==> src/rtl/ebc_pkg.sv <==
package ebc_pkg;

    typedef enum logic [2:0] {
        ST_IDLE     = 3'd0,
        ST_ADDR     = 3'd1,
        ST_ADDR_EXT = 3'd2,
        ST_GAP      = 3'd3,
        ST_STROBE   = 3'd4,
        ST_TURN     = 3'd5
    } ebc_state_e;

    localparam int LANES  = 2;
    localparam int LANE_W = 8;
    localparam int DATA_W = LANES * LANE_W;

endpackage

==> src/rtl/ebc_seg_mask.sv <==
module ebc_seg_mask #(
    parameter int SEG_W = 8
) (
    input  logic             en,
    input  logic [1:0]       sel,
    input  logic [SEG_W-1:0] seg_in,
    output logic [SEG_W-1:0] seg_out
);

    // sel: 0 -> none, 1 -> two lines, 2 -> four lines, 3 -> all lines
    for (genvar i = 0; i < SEG_W; i++) begin : g_line
        logic keep;
        assign keep       = (sel == 2'd3) || ((sel == 2'd2) && (i < 4)) || ((sel == 2'd1) && (i < 2));
        assign seg_out[i] = en & keep & seg_in[i];
    end

endmodule

==> src/rtl/ebc_timing.sv <==
module ebc_timing
    import ebc_pkg::*;
#(
    parameter int WAIT_W = 4
) (
    input  logic              clk,
    input  logic              rst_n,
    input  logic              req,
    input  logic              two_beats,
    input  logic              req_rd,
    input  logic              cfg_ale_long,
    input  logic              cfg_rw_delay,
    input  logic              cfg_tri,
    input  logic              cfg_rdy_en,
    input  logic [WAIT_W-1:0] cfg_wait,
    input  logic              ready,
    output logic              accept,
    output logic              busy,
    output logic              ale,
    output logic              strobe,
    output logic              data_phase,
    output logic              capture,
    output logic              beat,
    output logic              ack
);

    typedef struct packed {
        ebc_state_e        st;
        logic [WAIT_W-1:0] wcnt;
        logic              beat;
        logic              two;
        logic              rd;
        logic              ack;
    } tstate_t;

    tstate_t s_q, s_d;
    logic    last_beat;
    logic    hold;

    assign last_beat = !s_q.two || s_q.beat;
    assign hold      = cfg_rdy_en && ready;
    assign accept    = (s_q.st == ST_IDLE) && req && !s_q.ack;
    assign capture   = (s_q.st == ST_STROBE) && (s_q.wcnt == '0) && !hold;

    always_comb begin
        s_d     = s_q;
        s_d.ack = 1'b0;
        unique case (s_q.st)
            ST_IDLE: begin
                if (accept) begin
                    s_d.st   = ST_ADDR;
                    s_d.beat = 1'b0;
                    s_d.two  = two_beats;
                    s_d.rd   = req_rd;
                end
            end
            ST_ADDR: begin
                s_d.wcnt = cfg_wait;
                if (cfg_ale_long)      s_d.st = ST_ADDR_EXT;
                else if (cfg_rw_delay) s_d.st = ST_GAP;
                else                   s_d.st = ST_STROBE;
            end
            ST_ADDR_EXT: begin
                s_d.wcnt = cfg_wait;
                s_d.st   = cfg_rw_delay ? ST_GAP : ST_STROBE;
            end
            ST_GAP: begin
                s_d.wcnt = cfg_wait;
                s_d.st   = ST_STROBE;
            end
            ST_STROBE: begin
                if (s_q.wcnt != '0) begin
                    s_d.wcnt = s_q.wcnt - 1'b1;
                end else if (!hold) begin
                    s_d.ack = last_beat;
                    if (s_q.rd && cfg_tri) begin
                        s_d.st = ST_TURN;
                    end else if (last_beat) begin
                        s_d.st = ST_IDLE;
                    end else begin
                        s_d.st   = ST_ADDR;
                        s_d.beat = 1'b1;
                    end
                end
            end
            ST_TURN: begin
                if (last_beat) begin
                    s_d.st = ST_IDLE;
                end else begin
                    s_d.st   = ST_ADDR;
                    s_d.beat = 1'b1;
                end
            end
            default: s_d.st = ST_IDLE;
        endcase
    end

    always_ff @(posedge clk or negedge rst_n) begin
        if (!rst_n) s_q <= '0;
        else        s_q <= s_d;
    end

    assign busy       = (s_q.st != ST_IDLE);
    assign ale        = (s_q.st == ST_ADDR) || (s_q.st == ST_ADDR_EXT);
    assign strobe     = (s_q.st == ST_STROBE);
    assign data_phase = (s_q.st == ST_GAP) || (s_q.st == ST_STROBE);
    assign beat       = s_q.beat;
    assign ack        = s_q.ack;

    p_ale_no_strobe_r11: assert property (@(posedge clk) disable iff (!rst_n)
        !(ale && strobe));

    p_wait_count_r5: assert property (@(posedge clk) disable iff (!rst_n)
        (strobe && s_q.wcnt != '0) |=> (strobe && $stable(beat)));

    p_ready_hold_r4: assert property (@(posedge clk) disable iff (!rst_n)
        (strobe && s_q.wcnt == '0 && cfg_rdy_en && ready) |=> strobe);

    p_ready_ignored_r4: assert property (@(posedge clk) disable iff (!rst_n)
        (strobe && s_q.wcnt == '0 && !cfg_rdy_en) |=> !strobe);

    p_ack_single_r10: assert property (@(posedge clk) disable iff (!rst_n)
        ack |=> !ack);

    p_ack_after_strobe_r10: assert property (@(posedge clk) disable iff (!rst_n)
        ack |-> $past(strobe));

endmodule

==> src/rtl/ebc_datapath.sv <==
module ebc_datapath
    import ebc_pkg::*;
#(
    parameter int ADDR_W = 24
) (
    input  logic              clk,
    input  logic              rst_n,
    input  logic              accept,
    input  logic              req_we,
    input  logic [ADDR_W-1:1] req_waddr,
    input  logic [LANES-1:0]  req_be,
    input  logic [DATA_W-1:0] req_wdata,
    input  logic              cfg_mux,
    input  logic              cfg_wide,
    input  logic              cfg_lane_wr,
    input  logic              busy,
    input  logic              ale,
    input  logic              strobe,
    input  logic              data_phase,
    input  logic              capture,
    input  logic              beat,
    input  logic [DATA_W-1:0] ad_in,
    output logic              two_beats,
    output logic [ADDR_W-1:0] bus_addr,
    output logic [DATA_W-1:0] ad_out,
    output logic [LANES-1:0]  ad_oe,
    output logic              bus_rd,
    output logic              bus_wrl,
    output logic              bus_wrh,
    output logic [DATA_W-1:0] rdata
);

    typedef struct packed {
        logic [ADDR_W-1:1] wa;
        logic [LANES-1:0]  be;
        logic              we;
        logic [DATA_W-1:0] wd;
        logic [DATA_W-1:0] rd;
    } dstate_t;

    dstate_t           s_q, s_d;
    logic              lane;
    logic [LANE_W-1:0] wbyte;
    logic              wr_any;

    assign two_beats = !cfg_wide && (req_be == 2'b11);
    assign lane      = cfg_wide ? 1'b0 : ((s_q.be == 2'b11) ? beat : s_q.be[1]);
    assign bus_addr  = {s_q.wa, (cfg_wide ? (s_q.be == 2'b10) : lane)};
    assign wbyte     = lane ? s_q.wd[15:8] : s_q.wd[7:0];

    always_comb begin
        s_d = s_q;
        if (accept) begin
            s_d.wa = req_waddr;
            s_d.be = req_be;
            s_d.we = req_we;
            s_d.wd = req_wdata;
            s_d.rd = '0;
        end else if (capture && !s_q.we) begin
            for (int b = 0; b < LANES; b++) begin
                if (cfg_wide ? s_q.be[b] : (lane == b[0]))
                    s_d.rd[b*LANE_W +: LANE_W] = cfg_wide ? ad_in[b*LANE_W +: LANE_W] : ad_in[LANE_W-1:0];
            end
        end
    end

    always_ff @(posedge clk or negedge rst_n) begin
        if (!rst_n) s_q <= '0;
        else        s_q <= s_d;
    end

    always_comb begin
        ad_out = '0;
        ad_oe  = '0;
        if (busy) begin
            if (cfg_mux && ale) begin
                ad_out = bus_addr[DATA_W-1:0];
                ad_oe  = '1;
            end else begin
                if (cfg_mux && !cfg_wide) begin
                    ad_out[15:8] = bus_addr[15:8];
                    ad_oe[1]     = 1'b1;
                end
                if (data_phase && s_q.we) begin
                    if (cfg_wide) begin
                        ad_out = s_q.wd;
                        ad_oe  = '1;
                    end else begin
                        ad_out[7:0] = wbyte;
                        ad_oe[0]    = 1'b1;
                    end
                end
            end
        end
    end

    assign wr_any  = strobe && s_q.we;
    assign bus_rd  = strobe && !s_q.we;
    assign bus_wrl = wr_any && (!(cfg_lane_wr && cfg_wide) || s_q.be[0]);
    assign bus_wrh = wr_any && cfg_lane_wr && cfg_wide && s_q.be[1];
    assign rdata   = s_q.rd;

    p_rd_wr_excl_r8: assert property (@(posedge clk) disable iff (!rst_n)
        !(bus_rd && (bus_wrl || bus_wrh)));

    p_global_wr_r7: assert property (@(posedge clk) disable iff (!rst_n)
        !cfg_lane_wr |-> !bus_wrh);

    p_mux_addr_r1: assert property (@(posedge clk) disable iff (!rst_n)
        (cfg_mux && ale) |-> (ad_oe == 2'b11));

    p_mux8_high_r2: assert property (@(posedge clk) disable iff (!rst_n)
        (cfg_mux && !cfg_wide && busy) |-> (ad_oe[1] && ad_out[15:8] == bus_addr[15:8]));

    p_read_float_r1: assert property (@(posedge clk) disable iff (!rst_n)
        (bus_rd && !(cfg_mux && !cfg_wide)) |-> (ad_oe == 2'b00));

endmodule

==> src/rtl/ext_bus_ctrl.sv <==
module ext_bus_ctrl
    import ebc_pkg::*;
#(
    parameter int ADDR_W = 24,
    parameter int WAIT_W = 4
) (
    input  logic               clk,
    input  logic               rst_n,
    input  logic               cfg_mux,
    input  logic               cfg_wide,
    input  logic [1:0]         cfg_seg_sel,
    input  logic               cfg_lane_wr,
    input  logic               cfg_rdy_en,
    input  logic [WAIT_W-1:0]  cfg_wait,
    input  logic               cfg_ale_long,
    input  logic               cfg_rw_delay,
    input  logic               cfg_tri,
    input  logic               req,
    input  logic               req_we,
    input  logic [ADDR_W-1:1]  req_waddr,
    input  logic [1:0]         req_be,
    input  logic [15:0]        req_wdata,
    output logic               ack,
    output logic [15:0]        rdata,
    output logic [15:0]        ea_addr,
    output logic [ADDR_W-17:0] ea_seg,
    output logic [15:0]        ad_out,
    output logic [1:0]         ad_oe,
    input  logic [15:0]        ad_in,
    output logic               ale,
    output logic               bus_rd,
    output logic               bus_wrl,
    output logic               bus_wrh,
    input  logic               ready
);

    localparam int SEG_W = ADDR_W - 16;

    logic              accept, busy, strobe, data_phase, capture, beat, two_beats;
    logic [ADDR_W-1:0] bus_addr;

    ebc_timing #(.WAIT_W(WAIT_W)) u_timing (
        .clk          (clk),
        .rst_n        (rst_n),
        .req          (req),
        .two_beats    (two_beats),
        .req_rd       (!req_we),
        .cfg_ale_long (cfg_ale_long),
        .cfg_rw_delay (cfg_rw_delay),
        .cfg_tri      (cfg_tri),
        .cfg_rdy_en   (cfg_rdy_en),
        .cfg_wait     (cfg_wait),
        .ready        (ready),
        .accept       (accept),
        .busy         (busy),
        .ale          (ale),
        .strobe       (strobe),
        .data_phase   (data_phase),
        .capture      (capture),
        .beat         (beat),
        .ack          (ack)
    );

    ebc_datapath #(.ADDR_W(ADDR_W)) u_data (
        .clk         (clk),
        .rst_n       (rst_n),
        .accept      (accept),
        .req_we      (req_we),
        .req_waddr   (req_waddr),
        .req_be      (req_be),
        .req_wdata   (req_wdata),
        .cfg_mux     (cfg_mux),
        .cfg_wide    (cfg_wide),
        .cfg_lane_wr (cfg_lane_wr),
        .busy        (busy),
        .ale         (ale),
        .strobe      (strobe),
        .data_phase  (data_phase),
        .capture     (capture),
        .beat        (beat),
        .ad_in       (ad_in),
        .two_beats   (two_beats),
        .bus_addr    (bus_addr),
        .ad_out      (ad_out),
        .ad_oe       (ad_oe),
        .bus_rd      (bus_rd),
        .bus_wrl     (bus_wrl),
        .bus_wrh     (bus_wrh),
        .rdata       (rdata)
    );

    ebc_seg_mask #(.SEG_W(SEG_W)) u_seg (
        .en      (busy),
        .sel     (cfg_seg_sel),
        .seg_in  (bus_addr[ADDR_W-1:16]),
        .seg_out (ea_seg)
    );

    assign ea_addr = (busy && !cfg_mux) ? bus_addr[15:0] : 16'h0000;

endmodule

==> config.mk <==
export PLATFORM = sky130hd
export DESIGN_NAME = ext_bus_ctrl
export DESIGN_NICKNAME = d
export VERILOG_FILES = /design/src/rtl/ebc_pkg.sv /design/src/rtl/ebc_seg_mask.sv /design/src/rtl/ebc_timing.sv /design/src/rtl/ebc_datapath.sv /design/src/rtl/ext_bus_ctrl.sv
export SDC_FILE = /design/constraint.sdc
export NUM_CORES = 1
export LEC_CHECK = 0
export ABC_AREA = 1
export BUFFER_PORTS_ARGS = -buffer_cell sky130_fd_sc_hd__buf_2
export CAP_MARGIN = 10
export CORE_MARGIN = 1
export CORE_UTILIZATION = 46
export CTS_BUF_LIST = sky130_fd_sc_hd__clkbuf_8
export DETAILED_ROUTE_END_ITERATION = 7
export GPL_TIMING_DRIVEN = 0
export PLACE_DENSITY_LB_ADDON = 0.08
export SYNTH_ARGS = -nofsm -noshare
export SYNTH_HDL_FRONTEND = slang
export SYNTH_SLANG_ARGS = --single-unit
==> constraint.sdc <==
create_clock -name clk -period 1.35 [get_ports clk]
set_input_delay 0.135 -clock clk [delete_from_list [all_inputs] [get_ports clk]]
set_output_delay 0.135 -clock clk [all_outputs]
set_load 0.01 [all_outputs]
==> reports/summary.md <==
The sum of net half-perimeters after detailed placement is 7.64 mm. The number of vias per cell after detailed routing is 5.76, and the average wire length per cell after detail routing is 20.5 um. Dividing total power by cell area gives a power density of 2170 nW/um^2. For the first-pass detailed-route iteration total, the log shows 7. For the via count of the first global-routing pass, the log shows 4,587. Chip height: 92.3 um.

The port buffer count came out at 137. The total I/O pin count is 138. Total power for the finished layout comes to 14.9 mW.

In the routed design, unresolved DRC markers number 0. The max-slew violation total from the final report was 0. The final reports fail on hold timing, setup timing. The critical path launch point type was a flip-flop. The analysis attributes to net switching a power of 6.77 mW.

The tools report the mapped cell area as 3750 sq um. Kind of end point of the critical path: a primary output. Measured against its own limit, the worst slew margin works out to 39.0%.

0 antenna diodes ended up in the layout. The proportion of total power due to net switching works out to 45.3%. Final-stage net count: 822. The logs give 7810 sq um for the standard cell core area and 13.4% for the power share of the clock group. TritonCTS built the clock tree.

Leaving out fill and tap cells, the most frequent cell in the layout is sky130_fd_sc_hd__nand2_1. In the post-synthesis netlist, the biggest area contributors are sky130_fd_sc_hd__dfrtp_1 (46%), sky130_fd_sc_hd__nand2_1 (20%), sky130_fd_sc_hd__nand3_1 (7.3%), sky130_fd_sc_hd__o21ai_0 (6.0%), sky130_fd_sc_hd__inv_1 (4.2%). The number of clock buffers added by TritonCTS is 9. The run gives 3 as the H-tree level count. The sequential share of power was 23.7%; the data required time at the worst endpoint was 1.22 ns.

The number of nets in the synthesized netlist is 593. During synthesis, Yosys emitted a total of 0 warnings. Across the VDD grid, the largest voltage drop is 1380 uV. The tools report the root buffer cell as sky130_fd_sc_hd__clkbuf_8. The logs give 32 for the number of rows in the core area and 8530 sq um for the overall die area. The tools report the final setup violation count as 114. The analysis attributes to cell leakage a power of 3.68 nW. The run gives 2 as the maximum buffer depth of the clock tree.

The overall fraction of global-route tracks in use is 35.8%, and the worst hold slack across all endpoints is -0.00487 ns. The final weighted congestion of routability-driven global placement came out at 0.862. For the initial antenna violation count, the log shows 0.

The count of nets left with antenna violations after detail routing came out at 0. The fraction of layout cells with a size suffix above 1 works out to 53.5%. The final critical-path share of the clock period is 158%. The DRC marker count from the first detailed-route iteration came out at 459. The clock-pin slew of the registers on the worst-case setup and hold paths was 0.07 ns; the max-cap violation count was 0. At the placement stage, the worst setup path has a slack of -0.319 ns. For the worst-skew pair, the clock arrives at the later sink with an insertion delay of 0.38 ns. Across all layers, the routed design uses 4,906 vias.

The count of unique library cells instantiated by Yosys came out at 28. The final critical delay including setup and external delays came out at 2.13 ns. Derived from the worst setup path, the maximum achievable clock frequency is 0.469 GHz. On the final layout, the worst clock skew is 0.0134 ns. The tools report the arrival time at the worst endpoint as 2.00 ns. The logs give 8.17 mW for the internal cell power and 46.0% for the sequential cell area fraction in the yosys report.

The first global-routing pass estimated 23.3 mm of wire. Post-layout worst setup margin: -0.784 ns. Combinational cells account for 62.9% of the total power.

The tools report the pin count of the biggest net entering global routing as 70. Setup repair after global routing could not meet its margin everywhere. The run finished, with violations left. The routed design has 17.5 mm of wire.

Along the worst path, the maximum fanout reaches 6. The number of instances in the synthesized netlist is 516. The critical setup path kind was reg2out. The number of storage elements in the synthesis netlist works out to 69. The biggest area contributor in the post-synthesis netlist is sky130_fd_sc_hd__dfrtp_1. The top-area cell type share of the netlist area is 46.0%, and the final hold violation count is 1. The overall die width is 92.3 um. For the sum of negative setup slack, the log shows -60.30 ns. After global routing the overflow that remains totals 0.

Leaving out fill and tap cells, the most frequent cells in the layout are sky130_fd_sc_hd__nand2_1 (138), sky130_fd_sc_hd__buf_2 (121), sky130_fd_sc_hd__dfrtp_1 (67). For the initial standard-cell utilization of the core, the log shows 48.1%. For the pin with the worst max-slew slack, the measured transition is 0.916 ns. The path class of the tightest hold or removal check is in2reg. Each instance of the synthesized netlist takes up on average 7.28 sq um. Number of sinks driven by the clock tree: 69.

Synthesis-to-finish area growth: 83.4%.
[power by group through the flow]
stage	combinational, mW	clock (mW)	sequential [mW]
floorplan	3.50	0	3.22
global placement	4.71	0	3.35
detailed placement	4.81	0	3.37
CTS	7.95	1.98	3.38
global route	9.85	2.08	3.58
finish	9.40	2.00	3.54
[final cells by class]
| class | count | area (sq um) |
|---|---|---|
| clock buffers | 11 | 151 |
| repair buffers | 221 | 1850 |
| well taps | 102 | 128 |
| clock inverters | 5 | 73.8 |
| multi-input cells | 367 | 2440 |
| fillers | 354 | 920 |
| plain buffers | 31 | 315 |
| inverters | 46 | 205 |
| flip-flops and latches | 69 | 1730 |
[metrics by stage]
stage	cells	cell area [sq um]	hold slack (ns)	util, %
5_1_grt	852	6890	0.00365	88.2
2_1_floorplan	516	3960	-0.161	-
3_3_place_gp	755	4770	0.332	61.1
4_1_cts	847	6540	0.000374	83.8
3_5_place_dp	755	4770	0.318	61.1
6_report	852	6890	-0.00487	88.2
[flip-flops by register name (all words and copies together) (netlist names)]
name	count
u_timing.beat	1
u_data.bus_addr	23
u_timing.s_q	9
u_timing.ack	1
u_data.rdata	16
u_data.s_q	19
[synthesized netlist by cell type]
cell type,n
sky130_fd_sc_hd__a21oi_1,11
sky130_fd_sc_hd__a31oi_1,1
sky130_fd_sc_hd__buf_1,1
sky130_fd_sc_hd__buf_2,7
sky130_fd_sc_hd__buf_4,18
sky130_fd_sc_hd__buf_6,4
sky130_fd_sc_hd__buf_8,1
sky130_fd_sc_hd__clkbuf_1,5
sky130_fd_sc_hd__clkinv_2,1
sky130_fd_sc_hd__dfrtp_1,69
sky130_fd_sc_hd__ha_1,2
sky130_fd_sc_hd__inv_1,42
sky130_fd_sc_hd__inv_2,2
sky130_fd_sc_hd__inv_4,1
sky130_fd_sc_hd__nand2_1,198
sky130_fd_sc_hd__nand2_2,3
sky130_fd_sc_hd__nand2_4,2
sky130_fd_sc_hd__nand3_1,55
sky130_fd_sc_hd__nand3b_1,1
sky130_fd_sc_hd__nand4_1,4
sky130_fd_sc_hd__nor2_1,33
sky130_fd_sc_hd__nor2_2,2
sky130_fd_sc_hd__nor2_4,2
sky130_fd_sc_hd__nor3_1,1
sky130_fd_sc_hd__o21ai_0,45
sky130_fd_sc_hd__o21ai_1,1
sky130_fd_sc_hd__o21bai_1,1
sky130_fd_sc_hd__or2_2,3
[what timing repair did]
| action | CTS | global route |
|---|---|---|
| hold buffers | 32 | 1 |
| cloned | 10 | 2 |
| setup endpoints to repair | 113 | 113 |
| pin swaps | 33 | 23 |
| endpoints found under the hold margin | 100 | 1 |
| resized for setup | 178 | 108 |
| buffers inserted | 35 | 15 |
[cell families after synthesis]
family                     count (synthesis)  share of synthesized area [%]
AOI/OAI and AO/OA                         59                           7.96
adders and majority gates                  2                          0.666
DFF                                       69                           46.0
and+or+nand+nor                          304                           34.0
buffers and inverters                     82                           11.4
[worst max-delay path: stages, from the launching register on]
cell and delay, ns:
sky130_fd_sc_hd__dfrtp_2 0.48, sky130_fd_sc_hd__nor2_4 0.26, sky130_fd_sc_hd__nand3_4 0.13, sky130_fd_sc_hd__nand2_4 0.13
sky130_fd_sc_hd__buf_6 0.14, sky130_fd_sc_hd__nand3_1 0.10, sky130_fd_sc_hd__a21oi_1 0.20, sky130_fd_sc_hd__buf_2 0.18
[final timing paths]
check / startpoint / end / slack, ns / cells after the start
hold / removal: req_waddr[9] / u_data.bus_addr[9]$_DFFE_PN0P_ / -0.005 / 3
hold reg to reg: u_data.s_q[19]$_DFFE_PN0P_ / u_data.s_q[19]$_DFFE_PN0P_ / 0.49 / 2
setup reg to reg: u_timing.s_q[8]$_DFFE_PN0P_ / u_timing.s_q[1]$_DFFE_PN0P_ / -0.57 / 12
max in group asynchronous: rst_n / u_timing.s_q[9]$_DFFE_PN0P_ / 0.27 / 2
setup / recovery: u_timing.s_q[8]$_DFFE_PN0P_ / ad_out[11] / -0.78 / 7
min in group asynchronous: rst_n / u_data.rdata[10]$_DFFE_PN0P_ / 0.44 / 2
[layer usage]
layer  wire, um  GRT usage [%]  vias to the layer above
met1       6100           42.5                     2263
met2       8590           62.5                      425
met4       1150           15.5                        0
met5          0              0                        -
li1           -              -                     2090
met3       1670           7.14                      128
(Power assumes the default switching activity.)
